$ cat src/rtl/rxf_pkg.sv
package rxf_pkg;
    localparam int DATA_W = 8;
    localparam int ERR_W  = 3;

    localparam int LVL_C0 = 1;
    localparam int LVL_C1 = 4;
    localparam int LVL_C2 = 8;
    localparam int LVL_C3 = 14;

    typedef logic [1:0] trig_code_t;

    typedef struct packed {
        logic [ERR_W-1:0]  err;
        logic [DATA_W-1:0] data;
    } rx_entry_t;
endpackage

$ cat src/rtl/rxf_store.sv
module rxf_store
    import rxf_pkg::*;
#(
    parameter int DEPTH = 16,
    localparam int AW = (DEPTH > 1) ? $clog2(DEPTH) : 1,
    localparam int CW = $clog2(DEPTH + 1)
) (
    input  logic          clk,
    input  logic          rst_n,
    input  logic          push,
    input  rx_entry_t     push_entry,
    input  logic          pop,
    input  logic          flush,
    output rx_entry_t     out_entry,
    output logic [CW-1:0] fill,
    output logic          is_empty,
    output logic          is_full,
    output logic          push_dropped
);
    typedef struct packed {
        logic [AW-1:0] wr_ptr;
        logic [AW-1:0] rd_ptr;
        logic [CW-1:0] cnt;
        rx_entry_t     head;
    } store_st_t;

    store_st_t st_d, st_q;
    rx_entry_t mem_q [DEPTH];
    logic      do_push, do_pop;

    function automatic logic [AW-1:0] ptr_next(input logic [AW-1:0] p);
        return (p == AW'(DEPTH - 1)) ? '0 : p + 1'b1;
    endfunction

    always_comb begin
        st_d    = st_q;
        do_push = push && (st_q.cnt != CW'(DEPTH)) && !flush;
        do_pop  = pop && (st_q.cnt != '0) && !flush;
        if (flush) begin
            st_d.wr_ptr = '0;
            st_d.rd_ptr = '0;
            st_d.cnt    = '0;
        end else begin
            if (do_push) begin
                st_d.wr_ptr = ptr_next(st_q.wr_ptr);
            end
            if (do_pop) begin
                st_d.rd_ptr = ptr_next(st_q.rd_ptr);
                st_d.head   = mem_q[st_q.rd_ptr];
            end
            case ({do_push, do_pop})
                2'b10:   st_d.cnt = st_q.cnt + 1'b1;
                2'b01:   st_d.cnt = st_q.cnt - 1'b1;
                default: st_d.cnt = st_q.cnt;
            endcase
        end
    end

    always_ff @(posedge clk or negedge rst_n) begin
        if (!rst_n) begin
            st_q <= '0;
        end else begin
            st_q <= st_d;
        end
    end

    always_ff @(posedge clk) begin
        if (do_push) begin
            mem_q[st_q.wr_ptr] <= push_entry;
        end
    end

    assign out_entry    = st_q.head;
    assign fill         = st_q.cnt;
    assign is_empty     = (st_q.cnt == '0);
    assign is_full      = (st_q.cnt == CW'(DEPTH));
    assign push_dropped = push && is_full && !flush;

    // fill never exceeds the depth
    p_no_overflow_r3: assert property (@(posedge clk) disable iff (!rst_n)
        fill <= CW'(DEPTH));

    // a push that finds the buffer full never raises the fill
    p_full_push_r7: assert property (@(posedge clk) disable iff (!rst_n)
        (push && is_full && !flush) |=> (fill <= $past(fill)));

    // flush empties the buffer in one cycle
    p_flush_empties_r10: assert property (@(posedge clk) disable iff (!rst_n)
        flush |=> is_empty);

    // a pop on an empty buffer leaves the read value alone
    p_pop_empty_hold_r9: assert property (@(posedge clk) disable iff (!rst_n)
        (pop && is_empty) |=> $stable(out_entry));
endmodule

$ cat src/rtl/rxf_thresh.sv
module rxf_thresh
    import rxf_pkg::*;
#(
    parameter int CW = 5
) (
    input  logic [CW-1:0] fill,
    input  trig_code_t    code,
    output logic          reached
);
    logic [CW-1:0] level;

    always_comb begin
        case (code)
            2'd0:    level = CW'(LVL_C0);
            2'd1:    level = CW'(LVL_C1);
            2'd2:    level = CW'(LVL_C2);
            default: level = CW'(LVL_C3);
        endcase
    end

    assign reached = (fill >= level);
endmodule

$ cat src/rtl/rxf_flags.sv
module rxf_flags (
    input  logic clk,
    input  logic rst_n,
    input  logic drop_evt,
    input  logic clr,
    output logic sticky
);
    typedef struct packed {
        logic ovf;
    } flag_st_t;

    flag_st_t fl_d, fl_q;

    always_comb begin
        fl_d = fl_q;
        if (clr) begin
            fl_d.ovf = 1'b0;
        end
        if (drop_evt) begin
            fl_d.ovf = 1'b1;
        end
    end

    always_ff @(posedge clk or negedge rst_n) begin
        if (!rst_n) begin
            fl_q <= '0;
        end else begin
            fl_q <= fl_d;
        end
    end

    assign sticky = fl_q.ovf;

    // a dropped push always leaves the flag set
    p_ovf_set_r7: assert property (@(posedge clk) disable iff (!rst_n)
        drop_evt |=> sticky);

    // without a clear, the flag persists
    p_ovf_sticky_r8: assert property (@(posedge clk) disable iff (!rst_n)
        (sticky && !clr) |=> sticky);
endmodule

$ cat src/rtl/rx_trig_fifo.sv
module rx_trig_fifo
    import rxf_pkg::*;
#(
    parameter int DEPTH = 16,
    localparam int CW = $clog2(DEPTH + 1)
) (
    input  logic              clk,
    input  logic              rst_n,
    input  logic              wr_en,
    input  logic [DATA_W-1:0] wr_data,
    input  logic [ERR_W-1:0]  wr_err,
    input  logic              rd_en,
    output logic [DATA_W-1:0] rd_data,
    output logic [ERR_W-1:0]  rd_err,
    input  logic              flush,
    input  logic              ovf_clr,
    input  logic [1:0]        avail_sel,
    input  logic [1:0]        rts_sel,
    input  logic              rts_active_low,
    output logic              empty,
    output logic              full,
    output logic [CW-1:0]     count,
    output logic              overflow,
    output logic              data_avail,
    output logic              rts_out
);
    rx_entry_t in_entry, head_entry;
    logic      dropped;
    logic      rts_level_hit;
    logic      rts_request;

    assign in_entry.data = wr_data;
    assign in_entry.err  = wr_err;

    rxf_store #(.DEPTH(DEPTH)) u_store (
        .clk          (clk),
        .rst_n        (rst_n),
        .push         (wr_en),
        .push_entry   (in_entry),
        .pop          (rd_en),
        .flush        (flush),
        .out_entry    (head_entry),
        .fill         (count),
        .is_empty     (empty),
        .is_full      (full),
        .push_dropped (dropped)
    );

    rxf_flags u_flags (
        .clk      (clk),
        .rst_n    (rst_n),
        .drop_evt (dropped),
        .clr      (ovf_clr),
        .sticky   (overflow)
    );

    rxf_thresh #(.CW(CW)) u_avail_cmp (
        .fill    (count),
        .code    (avail_sel),
        .reached (data_avail)
    );

    rxf_thresh #(.CW(CW)) u_rts_cmp (
        .fill    (count),
        .code    (rts_sel),
        .reached (rts_level_hit)
    );

    assign rts_request = !rts_level_hit;
    assign rts_out     = rts_request ^ rts_active_low;
    assign rd_data     = head_entry.data;
    assign rd_err      = head_entry.err;

    // lowest level is one entry, so an empty buffer never flags data
    p_avail_empty_r4: assert property (@(posedge clk) disable iff (!rst_n)
        empty |-> !data_avail);

    // highest level fits in the depth, so a full buffer always flags data
    p_avail_full_r4: assert property (@(posedge clk) disable iff (!rst_n)
        full |-> data_avail);

    // a full buffer withdraws the request at the selected polarity
    p_rts_full_r5: assert property (@(posedge clk) disable iff (!rst_n)
        full |-> (rts_out == rts_active_low));

    // an empty buffer asks for data at the selected polarity
    p_rts_empty_r6: assert property (@(posedge clk) disable iff (!rst_n)
        empty |-> (rts_out != rts_active_low));
endmodule

$ cat config.mk
export PLATFORM = sky130hd
export DESIGN_NAME = rx_trig_fifo
export DESIGN_NICKNAME = d
export VERILOG_FILES = /design/src/rtl/rxf_pkg.sv /design/src/rtl/rxf_store.sv /design/src/rtl/rxf_thresh.sv /design/src/rtl/rxf_flags.sv /design/src/rtl/rx_trig_fifo.sv
export SDC_FILE = /design/constraint.sdc
export NUM_CORES = 1
export LEC_CHECK = 0
export ABC_AREA = 1
export BUFFER_PORTS_ARGS = -buffer_cell sky130_fd_sc_hd__buf_2
export CAP_MARGIN = 0
export CORE_MARGIN = 3
export CORE_UTILIZATION = 33
export CTS_CLUSTER_SIZE = 10
export DETAILED_ROUTE_END_ITERATION = 10
export HOLD_SLACK_MARGIN = 0.02
export PLACE_DENSITY = 0.46
export SLEW_MARGIN = 10
export SYNTH_ARGS = -nofsm -noshare
export SYNTH_HDL_FRONTEND = slang
export SYNTH_SLANG_ARGS = --single-unit
$ cat constraint.sdc
create_clock -name clk -period 3.95 [get_ports clk]
set_input_delay 0.395 -clock clk [delete_from_list [all_inputs] [get_ports clk]]
set_output_delay 0.395 -clock clk [all_outputs]
set_load 0.05 [all_outputs]
==> results of run 1 <==
-- per-stage QoR --
step	std cells	hold slack (ns)	total power, W
floorplan	919	0.0994	0.00422
finish	1337	0.0765	0.00652
global placement	1292	0.436	0.00463
detailed placement	1292	0.435	0.00462
global route	1337	0.0731	0.00696
CTS	1337	0.0480	0.00664
-- cells in the mapped netlist --
cell      instances  area (um^2)
edfxtp_1        176         5290
buf_6             3         33.8
o22ai_1           3         18.8
a21boi_0          1         7.51
inv_1           109          409
nor2_2            2         12.5
fa_1              1         20.0
xnor2_1           2         17.5
nand2_4           2         22.5
buf_4            24          180
nor2_4            2         22.5
nand3_1         120          601
inv_2             2         7.51
nand2_2           3         18.8
clkbuf_1          3         11.3
nor2_1           22         82.6
or2_2             2         12.5
nand3_2           3         30.0
nand2_1         344         1290
nor3_1            4         20.0
a21oi_1           5         25.0
nand4_1           7         43.8
o21ai_0           7         35.0
o21a_1            2         15.0
ha_1             16          200
dfrtp_1          25          626
inv_4             3         18.8
xor2_1            2         17.5
buf_2            24          120
-- repair_timing --
action / in CTS / in global routing
hold buffers: 1 / 0
endpoints found under the setup margin: 0 / 0
hold endpoints to repair: 25 / 0
-- cell families (layout without fill, tap and decap cells) --
family	after synthesis	count (layout)
xor gates and xnor gates	4	4
AOI/OAI and AO/OA	18	18
and+or+nand+nor	511	511
adders and majority gates	17	17
DFF	201	201
buffers and inverters	168	214
-- final cells by class --
cell class	instances	area (um^2)	area share, %
sequential	201	5920	57.0
multi-input combinational	550	2530	24.4
clock buffer	43	692	6.67
tap	372	465	4.49
inverter	114	435	4.20
timing repair buffer	56	318	3.06
clock inverter	1	16.3	0.157
-- worst max-delay path by stage --
stage | end | slack (ns) | cells past startpoint | start
after floorplan | rts_out | 1.67 | 5 | u_store.fill[2]
after global placement | u_store.fill[3] | 1.58 | 10 | flush
after detailed placement | u_store.mem_q[5][10] | 1.55 | 6 | flush
after CTS | rts_out | 1.23 | 7 | u_store.fill[0]
after global routing | rts_out | 1.08 | 7 | u_store.fill[0]
final | rts_out | 1.30 | 7 | u_store.fill[0]
-- state kept, by name, indices dropped and copies added, names as in the netlist --
register	cells
u_store.out_entry	11
u_store.st_q	8
u_store.mem_q	176
u_store.fill	5
u_flags.sticky	1
-- metal layers --
layer  part of all wire, %  vias up  routed length (um)  track usage [%]
met1                    49     2897               10900             22.3
met5                     0        -                   0                0
li1                      -     3036                   -                -
met3                   3.8       37                 859             2.04
met2                    45      116               10200             23.8
met4                   2.0        0                 456             3.45
-- report_power, final --
part | leakage, nW | internal (W) | total, W | switching, W
Clock | 0.337 | 0.00118 | 0.00199 | 0.000810
Combinational | 2.22 | 0.000528 | 0.00198 | 0.00146
Sequential | 1.91 | 0.00243 | 0.00255 | 0.000120
Total | 4.47 | 0.00413 | 0.00652 | 0.00239
==> impl_metrics.json, run 1 <==
{
  "status": "completed",
  "synthSimpleGateAreaFrac_pct": 23.4,
  "synth.distinct_cells": 29,
  "maxSlewHeadroom_pct": 24.3,
  "clk_latency_ns": 0.51,
  "n_antenna_cell": 0,
  "rsz0062_at_grt": "false",
  "ios": 43,
  "fillCellCount": 2772,
  "yosys_warnings": 0,
  "min_from": "ovf_clr",
  "cp_top_family": "flip-flops",
  "dieArea_um2": 29900,
  "cts.clk_slew.worst_paths_ns": 0.05,
  "place_hpwl_um": 13600,
  "cts_sinks": 201,
  "slowest_stage": "dfrtp_1",
  "synth_mux_area_share_pct": 0,
  "synth-seq-cells": 201,
  "clock_path_buffers": 3,
  "path_class": "reg -> out",
  "synth_compound_area_share_pct": 1.10,
  "hold_depth": 2,
  "grt_pass1_vias": 5967,
  "grt_overflow": 0,
  "finalCritPeriodShare_pct": 67.0,
  "io_buffers": 42,
  "synth_fa_ha_area_share_pct": 2.39,
  "drive_gt1_share_pct": 11.0,
  "startpoint_type": "flop",
  "cts_buffers": 24,
  "r2r-end": "u_store.fill[3]",
  "drc_errors": 0,
  "fp.dieH_um": 173,
  "finish.utilization_pct": 38.2,
  "maxSlewViolCount": 0,
  "ant_nets": 0,
  "min_to": "u_flags.sticky",
  "powerDensity_nw_per_um2": 628,
  "cts_tree": "yes",
  "setup_viol_count_final": 0,
  "setup_tns_ns": 0,
  "finalClockSkew_ns": 0.0168,
  "ff2ff_setup_slack_ns": 1.58,
  "p_leak_nw": 4.47,
  "drv_cap": 0,
  "routedWlPerCell_um": 16.7,
  "place_area_um2": 9650,
  "synth_top_family_by_area": "simple AND/OR/NAND/NOR gates",
  "mostFrequentLayoutCells": "nand2_1 (344), edfxtp_1 (176), nand3_1 (120)",
  "syn_inst": 919,
  "finish.instance_area_um2": 10400,
  "cts_root_buffer": "clkbuf_16",
  "synth-seq-area-share_pct": 64.2,
  "start_util_pct": 33.9,
  "die_w_um": 173,
  "grt_pass1_wl_um": 35800,
  "crit_chain": "inv_1 -> ha_1 -> nand4_1 -> or2_2 -> nand3_1 -> xnor2_1 -> buf_2",
  "hold_path.class": "in -> reg",
  "critPathCaptureType": "output pin",
  "syn_to_final_growth_pct": 12.7,
  "clock.fmax_ghz": 0.378,
  "nets": 986,
  "worst_slack_ns": 1.30,
  "first_pass_iters": 5,
  "worst-path-buf-inv": 2,
  "max_slew.worst_pin.slew_ns": 1.13,
  "vias": 6086,
  "vias_per_cell": 4.55,
  "synth.cell_area_um2": 9210,
  "drt_iter0_drc": 510,
  "antenna_found_initial": 0,
  "cp.required_ns": 3.56,
  "hold_viol": 0,
  "ctsResizeCount": 0,
  "grt.total_usage_pct": 15.1,
  "row_count": 60,
  "gp_congestion": 0.780,
  "worstPathMaxFanout": 6,
  "vdd_drop_max_mv": 0.332,
  "postSynthNetCount": 958,
  "synth_xor_area_share_pct": 0.381,
  "htreeDepth": 1,
  "layout_commonest_cell": "nand2_1",
  "cts_setup_buffers": 0,
  "grt_max_degree": 91,
  "pre_cts_ws_ns": 1.55,
  "synth_area_per_cell_um2": 10.0,
  "crit_arrival_ns": 2.25,
  "reg2regPathDepth": 10,
  "crit_path_max_incr_delay_ns": 0.46,
  "layout_min_cycle_time_ns": 2.65,
  "r2r_start": "u_store.fill[1]",
  "core_um2": 27200,
  "wl_um": 22400
}
Power figures use the tool's default switching activity.
==> inputs of run 2 (changes only) <==
--- a/config.mk
+++ b/config.mk
@@ -5,7 +5,7 @@
 export SDC_FILE = /design/constraint.sdc
 export NUM_CORES = 1
 export LEC_CHECK = 0
-export ABC_AREA = 1
+export ABC_AREA = 0
 export BUFFER_PORTS_ARGS = -buffer_cell sky130_fd_sc_hd__buf_2
 export CAP_MARGIN = 0
 export CORE_MARGIN = 3
@@ -13,7 +13,7 @@
 export CTS_CLUSTER_SIZE = 10
 export DETAILED_ROUTE_END_ITERATION = 10
 export HOLD_SLACK_MARGIN = 0.02
-export PLACE_DENSITY = 0.46
+export PLACE_DENSITY = 0.48
 export SLEW_MARGIN = 10
 export SYNTH_ARGS = -nofsm -noshare
 export SYNTH_HDL_FRONTEND = slang
==> constraint.sdc (replaced) <==
create_clock -name clk -period 2.4 [get_ports clk]
set_input_delay 0.24 -clock clk [delete_from_list [all_inputs] [get_ports clk]]
set_output_delay 0.24 -clock clk [all_outputs]
set_load 0.05 [all_outputs]
==> run 2 against run 1 <==
The run now ends with setup timing left. Via count down 26%. Clock-buffer cell count fell by 5. Utilization increased by 3.4 points. Die area shrank 8.5%. Worst hold slack better by 0.017 ns. Clock power grew 72%. Power is 60% higher. Combinational power up 47%. Routed wire length shrank 12%. Largest cell class unchanged. Highest routed layer unchanged.
==> impl_metrics.json, run 2 <==
{
  "p_total_w": 0.0104,
  "synth-seq-area-share_pct": 70.4,
  "powerDensity_nw_per_um2": 1020,
  "die_w_um": 165,
  "antenna_found_initial": 0,
  "grt_pass1_vias": 4743,
  "final-instance-count-excl-fill": 887,
  "setup_viol_count_final": 2,
  "routedWlPerCell_um": 22.1,
  "layout_commonest_cell": "edfxtp_1",
  "ant_nets": 0,
  "io_buffers": 42,
  "row_count": 57,
  "path_class": "reg -> out",
  "fillCellCount": 2254,
  "synth_area_per_cell_um2": 18.2,
  "synth-async-reset-ratio_pct": 12.4,
  "gp_congestion": 0.744,
  "drc_errors": 0,
  "n_antenna_cell": 0,
  "cts_tree": "yes",
  "cp.required_ns": 2.16,
  "drive_gt1_share_pct": 35.2,
  "vdd_drop_max_mv": 0.718,
  "core_um2": 24700,
  "clock.fmax_ghz": 0.387,
  "max_slew.worst_pin.slew_ns": 1.13,
  "regMostFlops": "u_store.mem_q",
  "multi_input_area_um2": 2340,
  "switching_share_pct": 30.5,
  "clock_path_buffers": 3,
  "syn_inst": 462,
  "syn_to_final_growth_pct": 22.2,
  "critPathCaptureType": "output pin",
  "first_pass_iters": 5,
  "worst_slack_ns": -0.187,
  "ys_top_cells_by_area": "edfxtp_1 (63%), mux4_2 (12%), dfrtp_1 (7.5%)",
  "hold_viol": 0,
  "htreeDepth": 1,
  "largest_reg_flops": 176,
  "dpl.cell_count": 835,
  "grt_pass1_wl_um": 29600,
  "hold_path.class": "in -> reg",
  "layout_min_cycle_time_ns": 2.59,
  "seqCellArea_um2": 5920,
  "place_hpwl_um": 11800,
  "setup_tns_ns": -0.243,
  "synth.cell_area_um2": 8390,
  "switchingPower_w": 0.00318,
  "crit_path_start": "u_store.fill[0]",
  "combPwrFrac_pct": 27.9,
  "r2r_start": "u_store.fill[3]",
  "mostFrequentLayoutCells": "edfxtp_1 (176), mux4_2 (44), buf_2 (40)",
  "vias": 4490,
  "cts_sinks": 201,
  "postSynthNetCount": 501,
  "ios": 43,
  "min_from": "flush",
  "cts.clk_slew.worst_paths_ns": 0.06,
  "wl_um": 19600,
  "status": "finished with violations",
  "internal-power_w": 0.00724,
  "finish.utilization_pct": 41.6,
  "p_leak_nw": 3.53,
  "grt.total_usage_pct": 14.6,
  "maxSlewHeadroom_pct": 24.4,
  "synth_edf_count": 176,
  "vias_per_cell": 5.06,
  "fp.dieH_um": 165,
  "synth.distinct_cells": 44,
  "drt_iter0_drc": 275,
  "drv_cap": 0,
  "cts_root_buffer": "clkbuf_16",
  "worstPathMaxFanout": 2,
  "startpoint_type": "flop",
  "maxSlewViolCount": 0,
  "nets": 586,
  "synth-seq-cells": 201,
  "synthTopCellsByCount": "edfxtp_1 (176), mux4_2 (44), mux2i_1 (26)",
  "cts_buffers": 25,
  "dieArea_um2": 27400,
  "synthFlopType": "edfxtp_1",
  "rsz0062_at_grt": "true",
  "start_util_pct": 34.0,
  "synth_most_common_cell": "edfxtp_1",
  "synth_top_area_share_pct": 63.0,
  "synth_top_area_cell": "edfxtp_1",
  "finalClockSkew_ns": 0.0137,
  "grt_overflow": 0,
  "seqPwrFrac_pct": 39.3,
  "yosys_warnings": 0,
  "clkPwrFrac_pct": 32.8,
  "grt_max_degree": 50,
  "finalCritPeriodShare_pct": 108,
  "violations": "setup timing",
  "clk_latency_ns": 0.52,
  "crit_arrival_ns": 2.35
}
## run 2: path summary, 6_finish.rpt
kind / end / slack (ns) / cells past startpoint
setup / recovery: rts_out / -0.19 / 9
hold / removal: u_store.st_q[18] / 0.09 / 2
setup reg to reg: u_store.fill[4] / -0.06 / 10
hold reg to reg: u_flags.sticky / 0.49 / 2
max in group asynchronous: u_store.fill[0] / 1.59 / 2
min in group asynchronous: u_store.out_entry[9] / 0.32 / 2
## run 2: cell type report
type	count	area share, %
sequential	201	57.7
multi-input combinational	209	22.8
clock inverter	5	0.647
clock buffer	38	6.67
inverter	14	0.537
tap	324	3.95
timing repair buffer	96	7.67
## run 2: power groups by stage
stage / combinational, W / clock (W) / sequential, W
detailed placement: 0.00274 / 0 / 0.00416
global route: 0.00314 / 0.00368 / 0.00411
global placement: 0.00270 / 0 / 0.00415
finish: 0.00291 / 0.00342 / 0.00410
CTS: 0.00289 / 0.00352 / 0.00409
floorplan: 0.00214 / 0 / 0.00415
## run 2: cells by family (layout without fill, tap and decap cells)
family                   count (synthesis)  after routing  synth area share, %
flip-flops                             201            201                 70.4
AND/OR/NAND/NOR                         76             76                 4.44
multiplexers                            71             71                 15.1
buffers and inverters                   52            153                 3.40
AO/OA/AOI/OAI                           40             40                 3.52
adder cells (fa/ha/maj)                 17             17                 2.62
XOR/XNOR                                 5              5                0.522
## run 2: repair_timing
item                                   4_1_cts  5_1_grt
buffers inserted                             5        2
setup endpoints to repair                   11       19
endpoints found under the hold margin       26        0
resized for setup                           14        6
pin swaps                                   11       14
hold buffers                                 2        0
## run 2: through the flow
step	hold WS, ns	worst slack, ns	cell area, um^2
floorplan	-0.0556	-0.450	8440
global placement	0.322	-0.132	9340
detailed placement	0.327	-0.187	9340
CTS	0.0796	-0.227	10200
global route	0.0987	-0.294	10300
finish	0.0930	-0.187	10300
## run 2: critical path: stages (launching register included)
cell	delay [ns]
dfrtp_2	0.41
buf_6	0.13
inv_4	0.05
ha_4	0.18
nand2b_4	0.12
a21o_1	0.15
a21o_1	0.16
a211oi_2	0.28
xor2_2	0.18
buf_6	0.17
## run 2: layer usage
| metal | vias to the layer above | wire (um) | global-route usage [%] |
|---|---|---|---|
| li1 | 1984 | - | - |
| met5 | - | 0 | 0 |
| met4 | 0 | 346 | 3.02 |
| met2 | 107 | 9670 | 24.9 |
| met3 | 31 | 910 | 2.92 |
| met1 | 2368 | 8670 | 19.7 |
